--- config.mk ---
export PLATFORM = sky130hd
export DESIGN_NAME = cache_geom_discover
export DESIGN_NICKNAME = d
export VERILOG_FILES = /design/src/rtl/cgd_pkg.sv /design/src/rtl/cgd_seq.sv /design/src/rtl/cgd_table.sv /design/src/rtl/cgd_decode.sv /design/src/rtl/cache_geom_discover.sv
export SDC_FILE = /design/constraint.sdc
export NUM_CORES = 2
export LEC_CHECK = 0
export ABC_AREA = 1
export BUFFER_PORTS_ARGS = -buffer_cell sky130_fd_sc_hd__buf_2
export CAP_MARGIN = 20
export CELL_PAD_IN_SITES_DETAIL_PLACEMENT = 1
export CELL_PAD_IN_SITES_GLOBAL_PLACEMENT = 2
export CORE_MARGIN = 2
export CORE_UTILIZATION = 41
export CTS_CLUSTER_SIZE = 16
export DETAILED_ROUTE_END_ITERATION = 8
export PLACE_DENSITY_LB_ADDON = 0.1
export REMOVE_ABC_BUFFERS = 1
export SLEW_MARGIN = 5
export SYNTH_ARGS = -nofsm -noshare
export SYNTH_HDL_FRONTEND = slang
export SYNTH_HIERARCHICAL = 1
export SYNTH_SLANG_ARGS = --single-unit
export TNS_END_PERCENT = 30
--- constraint.sdc ---
create_clock -name clk -period 55.6 [get_ports clk]
set_input_delay 16.68 -clock clk [delete_from_list [all_inputs] [get_ports clk]]
set_output_delay 16.68 -clock clk [all_outputs]
set_load 0.02 [all_outputs]
--- src/rtl/cgd_pkg.sv ---
package cgd_pkg;

    localparam int WORD_W      = 32;
    localparam int CTYPE_W     = 3;
    localparam int LOC_LSB     = 24;
    localparam int LINE_W      = 12;
    localparam int WAYS_W      = 11;
    localparam int SETS_W      = 16;
    localparam int ISHIFT_W    = 4;
    localparam int WSHIFT_W    = 6;
    localparam logic [2:0] CTYPE_MAX = 3'd4;

    typedef enum logic [1:0] {
        ID_TYPE  = 2'd0,
        ID_LEVEL = 2'd1,
        ID_SEL   = 2'd2,
        ID_SIZE  = 2'd3
    } acc_id_e;

    typedef enum logic [3:0] {
        S_IDLE, S_RD_TYPE, S_RD_LEVEL, S_RD_SEL, S_LEVEL,
        S_WR_SEL, S_RD_SIZE, S_RESTORE, S_DONE
    } seq_state_e;

    typedef struct packed {
        logic [LINE_W-1:0]   line_bytes;
        logic [WAYS_W-1:0]   ways;
        logic [SETS_W-1:0]   sets;
        logic [WORD_W-1:0]   size_kb;
        logic [ISHIFT_W-1:0] index_shift;
        logic [WSHIFT_W-1:0] way_shift;
    } geom_t;

    function automatic logic [WSHIFT_W-1:0] lead_zeros(input logic [WORD_W-1:0] v);
        logic [WSHIFT_W-1:0] n;
        logic                seen;
        n    = '0;
        seen = 1'b0;
        for (int b = WORD_W - 1; b >= 0; b--) begin
            if (!seen) begin
                if (v[b]) seen = 1'b1;
                else      n    = n + 1'b1;
            end
        end
        return n;
    endfunction

    function automatic geom_t decode_size(input logic [WORD_W-1:0] s);
        geom_t       g;
        logic [63:0] prod;
        g.line_bytes  = LINE_W'(16) << s[2:0];
        g.ways        = WAYS_W'(s[12:3]) + 1'b1;
        g.sets        = SETS_W'(s[27:13]) + 1'b1;
        prod          = 64'(g.line_bytes) * 64'(g.ways) * 64'(g.sets);
        g.size_kb     = prod[10 +: WORD_W];
        g.index_shift = ISHIFT_W'(s[2:0]) + ISHIFT_W'(4);
        g.way_shift   = lead_zeros(WORD_W'(s[12:3]));
        return g;
    endfunction

endpackage

--- src/rtl/cgd_seq.sv ---
module cgd_seq
    import cgd_pkg::*;
#(
    parameter int LVL_W = 3
) (
    input  logic              clk,
    input  logic              rst,
    input  logic              start,
    output logic              busy,
    output logic              done,
    output logic              acc_req,
    output logic              acc_wr,
    output logic [1:0]        acc_id,
    output logic [WORD_W-1:0] acc_wdata,
    input  logic              acc_ack,
    input  logic [WORD_W-1:0] acc_rdata,
    output logic [WORD_W-1:0] imin_line,
    output logic [WORD_W-1:0] dmin_line,
    output logic [LVL_W-1:0]  level_count,
    output logic              tbl_clr,
    output logic              tbl_we,
    output logic              ct_we,
    output logic [LVL_W-1:0]  wr_lvl,
    output logic              wr_icache,
    output logic [CTYPE_W-1:0] wr_ctype,
    output logic [WORD_W-1:0] wr_word
);

    seq_state_e        st_q;
    logic [LVL_W-1:0]  lvl_q, loc_q;
    logic [WORD_W-1:0] lvl_sh_q, sel_save_q, type_q;
    logic              ic_q;
    logic              xfer, idle_like;
    logic [CTYPE_W-1:0] ct;

    assign xfer      = acc_req & acc_ack;
    assign ct        = lvl_sh_q[CTYPE_W-1:0];
    assign idle_like = (st_q == S_IDLE) || (st_q == S_DONE);

    always_ff @(posedge clk) begin
        if (rst) begin
            st_q       <= S_IDLE;
            lvl_q      <= '0;
            loc_q      <= '0;
            lvl_sh_q   <= '0;
            sel_save_q <= '0;
            type_q     <= '0;
            ic_q       <= 1'b0;
        end else begin
            unique case (st_q)
                S_IDLE, S_DONE: if (start) st_q <= S_RD_TYPE;
                S_RD_TYPE: if (xfer) begin
                    type_q <= acc_rdata;
                    st_q   <= S_RD_LEVEL;
                end
                S_RD_LEVEL: if (xfer) begin
                    loc_q    <= acc_rdata[LOC_LSB +: LVL_W];
                    lvl_sh_q <= acc_rdata;
                    lvl_q    <= '0;
                    st_q     <= S_RD_SEL;
                end
                S_RD_SEL: if (xfer) begin
                    sel_save_q <= acc_rdata;
                    st_q       <= S_LEVEL;
                end
                S_LEVEL: begin
                    if (lvl_q == loc_q) begin
                        st_q <= S_RESTORE;
                    end else if (ct > CTYPE_MAX || ct == '0) begin
                        lvl_q    <= lvl_q + 1'b1;
                        lvl_sh_q <= lvl_sh_q >> CTYPE_W;
                    end else begin
                        ic_q <= !(ct[2] || ct[1]);
                        st_q <= S_WR_SEL;
                    end
                end
                S_WR_SEL: if (xfer) st_q <= S_RD_SIZE;
                S_RD_SIZE: if (xfer) begin
                    if (!ic_q && ct[0]) begin
                        ic_q <= 1'b1;
                        st_q <= S_WR_SEL;
                    end else begin
                        lvl_q    <= lvl_q + 1'b1;
                        lvl_sh_q <= lvl_sh_q >> CTYPE_W;
                        st_q     <= S_LEVEL;
                    end
                end
                S_RESTORE: if (xfer) st_q <= S_DONE;
                default: st_q <= S_IDLE;
            endcase
        end
    end

    always_comb begin
        acc_req   = 1'b0;
        acc_wr    = 1'b0;
        acc_id    = ID_TYPE;
        acc_wdata = '0;
        unique case (st_q)
            S_RD_TYPE:  begin acc_req = 1'b1; acc_id = ID_TYPE;  end
            S_RD_LEVEL: begin acc_req = 1'b1; acc_id = ID_LEVEL; end
            S_RD_SEL:   begin acc_req = 1'b1; acc_id = ID_SEL;   end
            S_RD_SIZE:  begin acc_req = 1'b1; acc_id = ID_SIZE;  end
            S_WR_SEL: begin
                acc_req   = 1'b1;
                acc_wr    = 1'b1;
                acc_id    = ID_SEL;
                acc_wdata = WORD_W'({lvl_q, ic_q});
            end
            S_RESTORE: begin
                acc_req   = 1'b1;
                acc_wr    = 1'b1;
                acc_id    = ID_SEL;
                acc_wdata = sel_save_q;
            end
            default: ;
        endcase
    end

    assign busy        = !idle_like;
    assign done        = (st_q == S_DONE);
    assign tbl_clr     = idle_like && start;
    assign tbl_we      = (st_q == S_RD_SIZE) && xfer;
    assign ct_we       = (st_q == S_LEVEL) && (lvl_q != loc_q);
    assign wr_lvl      = lvl_q;
    assign wr_icache   = ic_q;
    assign wr_ctype    = ct;
    assign wr_word     = acc_rdata;
    assign imin_line   = WORD_W'(4) << type_q[3:0];
    assign dmin_line   = WORD_W'(4) << type_q[19:16];
    assign level_count = loc_q;

    // checker state: a select write must precede every size read
    logic sel_armed_q;
    always_ff @(posedge clk) begin
        if (rst)                                     sel_armed_q <= 1'b0;
        else if (xfer && acc_id == ID_SIZE)          sel_armed_q <= 1'b0;
        else if (xfer && st_q == S_WR_SEL)           sel_armed_q <= 1'b1;
    end

    p_req_hold_r2: assert property (@(posedge clk) disable iff (rst)
        acc_req && !acc_ack |=> acc_req && $stable(acc_id) && $stable(acc_wr) && $stable(acc_wdata));

    p_sel_before_size_r7: assert property (@(posedge clk) disable iff (rst)
        acc_req && acc_id == ID_SIZE |-> sel_armed_q);

    p_walk_bound_r5: assert property (@(posedge clk) disable iff (rst)
        acc_req && acc_wr && st_q == S_WR_SEL |-> acc_wdata[LVL_W:1] < loc_q);

    p_restore_last_r10: assert property (@(posedge clk) disable iff (rst)
        $rose(done) |-> $past(xfer && acc_wr && acc_id == ID_SEL && acc_wdata == sel_save_q));

    p_ignore_start_r11: assert property (@(posedge clk) disable iff (rst)
        busy && start && !acc_ack |=> busy);

endmodule

--- src/rtl/cgd_table.sv ---
module cgd_table
    import cgd_pkg::*;
#(
    parameter int LVL_W = 3
) (
    input  logic               clk,
    input  logic               rst,
    input  logic               clr,
    input  logic               we,
    input  logic               ct_we,
    input  logic [LVL_W-1:0]   wr_lvl,
    input  logic               wr_icache,
    input  logic [CTYPE_W-1:0] wr_ctype,
    input  logic [WORD_W-1:0]  wr_word,
    input  logic [LVL_W-1:0]   rd_lvl,
    input  logic               rd_icache,
    output logic               rd_valid,
    output logic [CTYPE_W-1:0] rd_ctype,
    output logic [WORD_W-1:0]  rd_word
);

    localparam int DEPTH = 1 << LVL_W;

    logic [WORD_W-1:0]  word_q  [DEPTH][2];
    logic               valid_q [DEPTH][2];
    logic [CTYPE_W-1:0] ctype_q [DEPTH];

    for (genvar g = 0; g < DEPTH; g++) begin : g_lvl
        always_ff @(posedge clk) begin
            if (rst || clr) begin
                ctype_q[g] <= '0;
            end else if (ct_we && wr_lvl == LVL_W'(g)) begin
                ctype_q[g] <= wr_ctype;
            end
        end
        for (genvar k = 0; k < 2; k++) begin : g_kind
            always_ff @(posedge clk) begin
                if (rst || clr) begin
                    word_q[g][k]  <= '0;
                    valid_q[g][k] <= 1'b0;
                end else if (we && wr_lvl == LVL_W'(g) && wr_icache == 1'(k)) begin
                    word_q[g][k]  <= wr_word;
                    valid_q[g][k] <= 1'b1;
                end
            end
        end
    end

    assign rd_valid = valid_q[rd_lvl][rd_icache];
    assign rd_word  = word_q[rd_lvl][rd_icache];
    assign rd_ctype = ctype_q[rd_lvl];

    p_no_write_on_clear_r12: assert property (@(posedge clk) disable iff (rst)
        !(clr && (we || ct_we)));

endmodule

--- src/rtl/cgd_decode.sv ---
module cgd_decode
    import cgd_pkg::*;
(
    input  logic              clk,
    input  logic              rst,
    input  logic [WORD_W-1:0] word,
    output geom_t             geom
);

    assign geom = decode_size(word);

    p_way_shift_range_r9: assert property (@(posedge clk) disable iff (rst)
        geom.way_shift >= WSHIFT_W'(22) && geom.way_shift <= WSHIFT_W'(32));

    p_index_shift_range_r9: assert property (@(posedge clk) disable iff (rst)
        geom.index_shift >= ISHIFT_W'(4) && geom.index_shift <= ISHIFT_W'(11));

endmodule

--- src/rtl/cache_geom_discover.sv ---
module cache_geom_discover
    import cgd_pkg::*;
#(
    parameter int LVL_W = 3
) (
    input  logic              clk,
    input  logic              rst,
    input  logic              start,
    output logic              busy,
    output logic              done,
    output logic              acc_req,
    output logic              acc_wr,
    output logic [1:0]        acc_id,
    output logic [31:0]       acc_wdata,
    input  logic              acc_ack,
    input  logic [31:0]       acc_rdata,
    output logic [31:0]       imin_line,
    output logic [31:0]       dmin_line,
    output logic [LVL_W-1:0]  level_count,
    input  logic [LVL_W-1:0]  tbl_lvl,
    input  logic              tbl_icache,
    output logic              tbl_valid,
    output logic [2:0]        tbl_ctype,
    output logic [11:0]       tbl_line_bytes,
    output logic [10:0]       tbl_ways,
    output logic [15:0]       tbl_sets,
    output logic [31:0]       tbl_size_kb,
    output logic [3:0]        tbl_index_shift,
    output logic [5:0]        tbl_way_shift
);

    logic               tbl_clr, tbl_we, ct_we, wr_icache;
    logic [LVL_W-1:0]   wr_lvl;
    logic [CTYPE_W-1:0] wr_ctype;
    logic [WORD_W-1:0]  wr_word, rd_word;
    geom_t              geom;

    cgd_seq #(.LVL_W(LVL_W)) u_seq (
        .clk, .rst, .start, .busy, .done,
        .acc_req, .acc_wr, .acc_id, .acc_wdata, .acc_ack, .acc_rdata,
        .imin_line, .dmin_line, .level_count,
        .tbl_clr, .tbl_we, .ct_we, .wr_lvl, .wr_icache, .wr_ctype, .wr_word
    );

    cgd_table #(.LVL_W(LVL_W)) u_table (
        .clk, .rst, .clr(tbl_clr), .we(tbl_we), .ct_we,
        .wr_lvl, .wr_icache, .wr_ctype, .wr_word,
        .rd_lvl(tbl_lvl), .rd_icache(tbl_icache),
        .rd_valid(tbl_valid), .rd_ctype(tbl_ctype), .rd_word
    );

    cgd_decode u_decode (
        .clk, .rst, .word(rd_word), .geom
    );

    assign tbl_line_bytes  = geom.line_bytes;
    assign tbl_ways        = geom.ways;
    assign tbl_sets        = geom.sets;
    assign tbl_size_kb     = geom.size_kb;
    assign tbl_index_shift = geom.index_shift;
    assign tbl_way_shift   = geom.way_shift;

endmodule

==> summary.md <==
| Metric | Value |
|---|---|
| Final wirelength | `143000 um` |
| Hold Crit Depth | `2` |
| Crit path time final | `46960 ps` |
| Overflow after GRT | `0` |
| Slew Limit Headroom | `27.4%` |
| Slowest CP cell | `buf_4` |
| Arrival time worst endpoint | `30280 ps` |
| Horiz. Die Dim | `325 um` |
| IO Pins | `230` |
| Achievable Freq | `21.3 MHz` |
| Met2 WL post-DR | `72900 um` |
| Slew @ Worst Pin | `1090 ps` |
| Worst Hold Slack | `452 ps` |
| Total CTS buffers | `60` |
| Final Max Tran Viols | `0` |
| DR iter-0 viols | `2191` |
| Fin Clk Skew | `13.4 ps` |
| Max Fanout on Critical Path | `60` |
| Diode count | `0` |
| Final hold vios | `0` |
| R2R depth | `10` |
| Finished Layout Cells | `6710` |
| IO Port Bufs | `190` |
| Die area | `0.105 mm^2` |
| Fin crit share | `84.5%` |
| Routed WL per cell | `21.3 um` |
| CTS Hold Bufs | `0` |
| Setup TNS | `0 ps` |
| Max Buffers Root-to-Sink | `3` |
| Core ar. | `0.102 mm^2` |
| GPL Wtd Cong | `0.868` |
| DR pass1 iterations | `5` |
| Worst path max stage delay | `810 ps` |
| DRC errors left | `0` |
| Met1 Wirelength | `59700 um` |
| Tot GR Track Use | `27.1%` |
| Die height | `325 um` |
| Clock transition at the registers of the reported paths | `60 ps` |
| Largest net degree at the start of global routing | `108` |
| Initial Utilization | `41.4%` |
| Resize count post-CTS | `0` |
| Cell Pwr Density | `70.9 mW/mm^2` |
| Postcts setup bufs | `0` |
| Uppermost layer routed | `met4` |
| Critical R2R Launch | `u_seq/st_q[0]` |
| Hold wc startpoint | `u_seq/sel_save_q[13]` |
| Seq pwr share | `17.7%` |
| Core Util, Final | `45.0%` |
| CTS tree | `yes` |
| Vias per Instance | `5.13` |
| Initial antenna violation count | `3` |
| Yosys warns | `6` |
| Pre-CTS setup slack | `8590 ps` |
| Power Total | `3.25 mW` |
| P_leak | `22.0 nW` |
| WL met3 | `6020 um` |
| Setup crit start kind | `primary input` |
| Number of nets in the layout | `5787` |
| Vias in the first global route | `36300` |
| Post-Syn Instances | `5273` |
| Switching pwr | `1.75 mW` |
| Finished Cell Area | `0.0458 mm^2` |
| CP required | `38920 ps` |
| DR vias | `34400` |
| Net Sw Frac | `53.7%` |
| Maximum vdd drop | `0.000237 V` |
| DP HPWL | `93900 um` |
| Post-route setup slack | `8640 ps` |
| Tightest Hold Check Type | `flop to flop` |
| Post-route ant nets | `0` |
| Clk sinks | `571` |
| # setup viols final | `0` |
| Crit Path Category | `primary input to output port` |
| Layout area overhead | `8.69%` |
| Setup crit start | `tbl_lvl[1]` |
| Endpoint type of the worst setup path | `output port` |
| Most common cell on crit path | `nand2_1` |
| Worst-Skew Late Latency | `640 ps` |
| Synthesized area | `0.0422 mm^2` |
| Comb power frac | `70.1%` |
| Max-cap viol count | `0` |
| Power Internal | `1.50 mW` |
| Status | `completed` |
| # H-tree levels | `2` |
| First-pass GRT wire length | `220000 um` |
| Row Count | `117` |
| Post-DP Area | `0.0439 mm^2` |
| Inst Count DP | `6596` |
| Root buf cell | `clkbuf_16` |
| Syn Area/Cell | `8.00 um^2` |
| Share of layout cells above drive strength 1 | `8.59%` |
| RSZ-0062 raised after global routing | `no` |
| Clock group share of total power | `12.2%` |
area by class of cell:
cell class / instances / area [um^2]
multi-input cells: 3419 / 20700
flip-flops and latches: 571 / 16300
repair buffers: 255 / 1490
fillers: 12500 / 56000
well taps: 1368 / 1710
clock buffers: 72 / 1600
clock inverters: 42 / 299
inverters: 983 / 3700
power groups by stage:
stage | Sequential [mW] | Clock, mW | Combinational [mW]
CTS | 0.576 | 0.404 | 2.31
global placement | 0.581 | 0 | 2.29
detailed placement | 0.584 | 0 | 2.30
floorplan | 0.579 | 0 | 1.54
finish | 0.575 | 0.396 | 2.28
global route | 0.583 | 0.420 | 2.56
registers in the layout, indices dropped and copies added, names as in the netlist:
signal,flops
u_seq/wr_lvl,3
u_seq/type_q,8
u_seq/st_q,4
u_seq/level_count,3
u_seq/lvl_sh_q,32
u_table/valid_q,16
u_seq/sel_save_q,32
u_table/word_q,448
u_table/ctype_q,24
u_seq/wr_icache,1
final timing paths:
check / to / slack (ps)
hold / removal: u_seq/sel_save_q[13] / 450
hold reg to reg: u_seq/sel_save_q[13] / 450
setup / recovery: tbl_size_kb[21] / 8640
setup reg to reg: u_table/word_q[7][36] / 52250
per-layer routing:
metal	GRT usage, %	up-vias
li1	-	16100
met1	34.0	17300
met2	49.6	806
met3	2.36	210
met4	7.56	0
met5	0	-
worst max-delay path, delay by kind of cell:
family,cells,cell delay [ps]
simple gates,26,3750
compound gates,1,120
buf+inv,14,3140
fa+ha+maj,13,6380
layout by cell type, fill, tap and decap left out, types with 63 or more instances in the layout:
master,instances
nor2_1,907
nand3_1,428
edfxtp_1,487
dfxtp_1,84
fa_1,288
a21oi_1,96
buf_4,63
inv_1,950
buf_2,188
o21ai_0,93
nand2_1,1140
ha_1,169
Power figures use the tool's default switching activity.
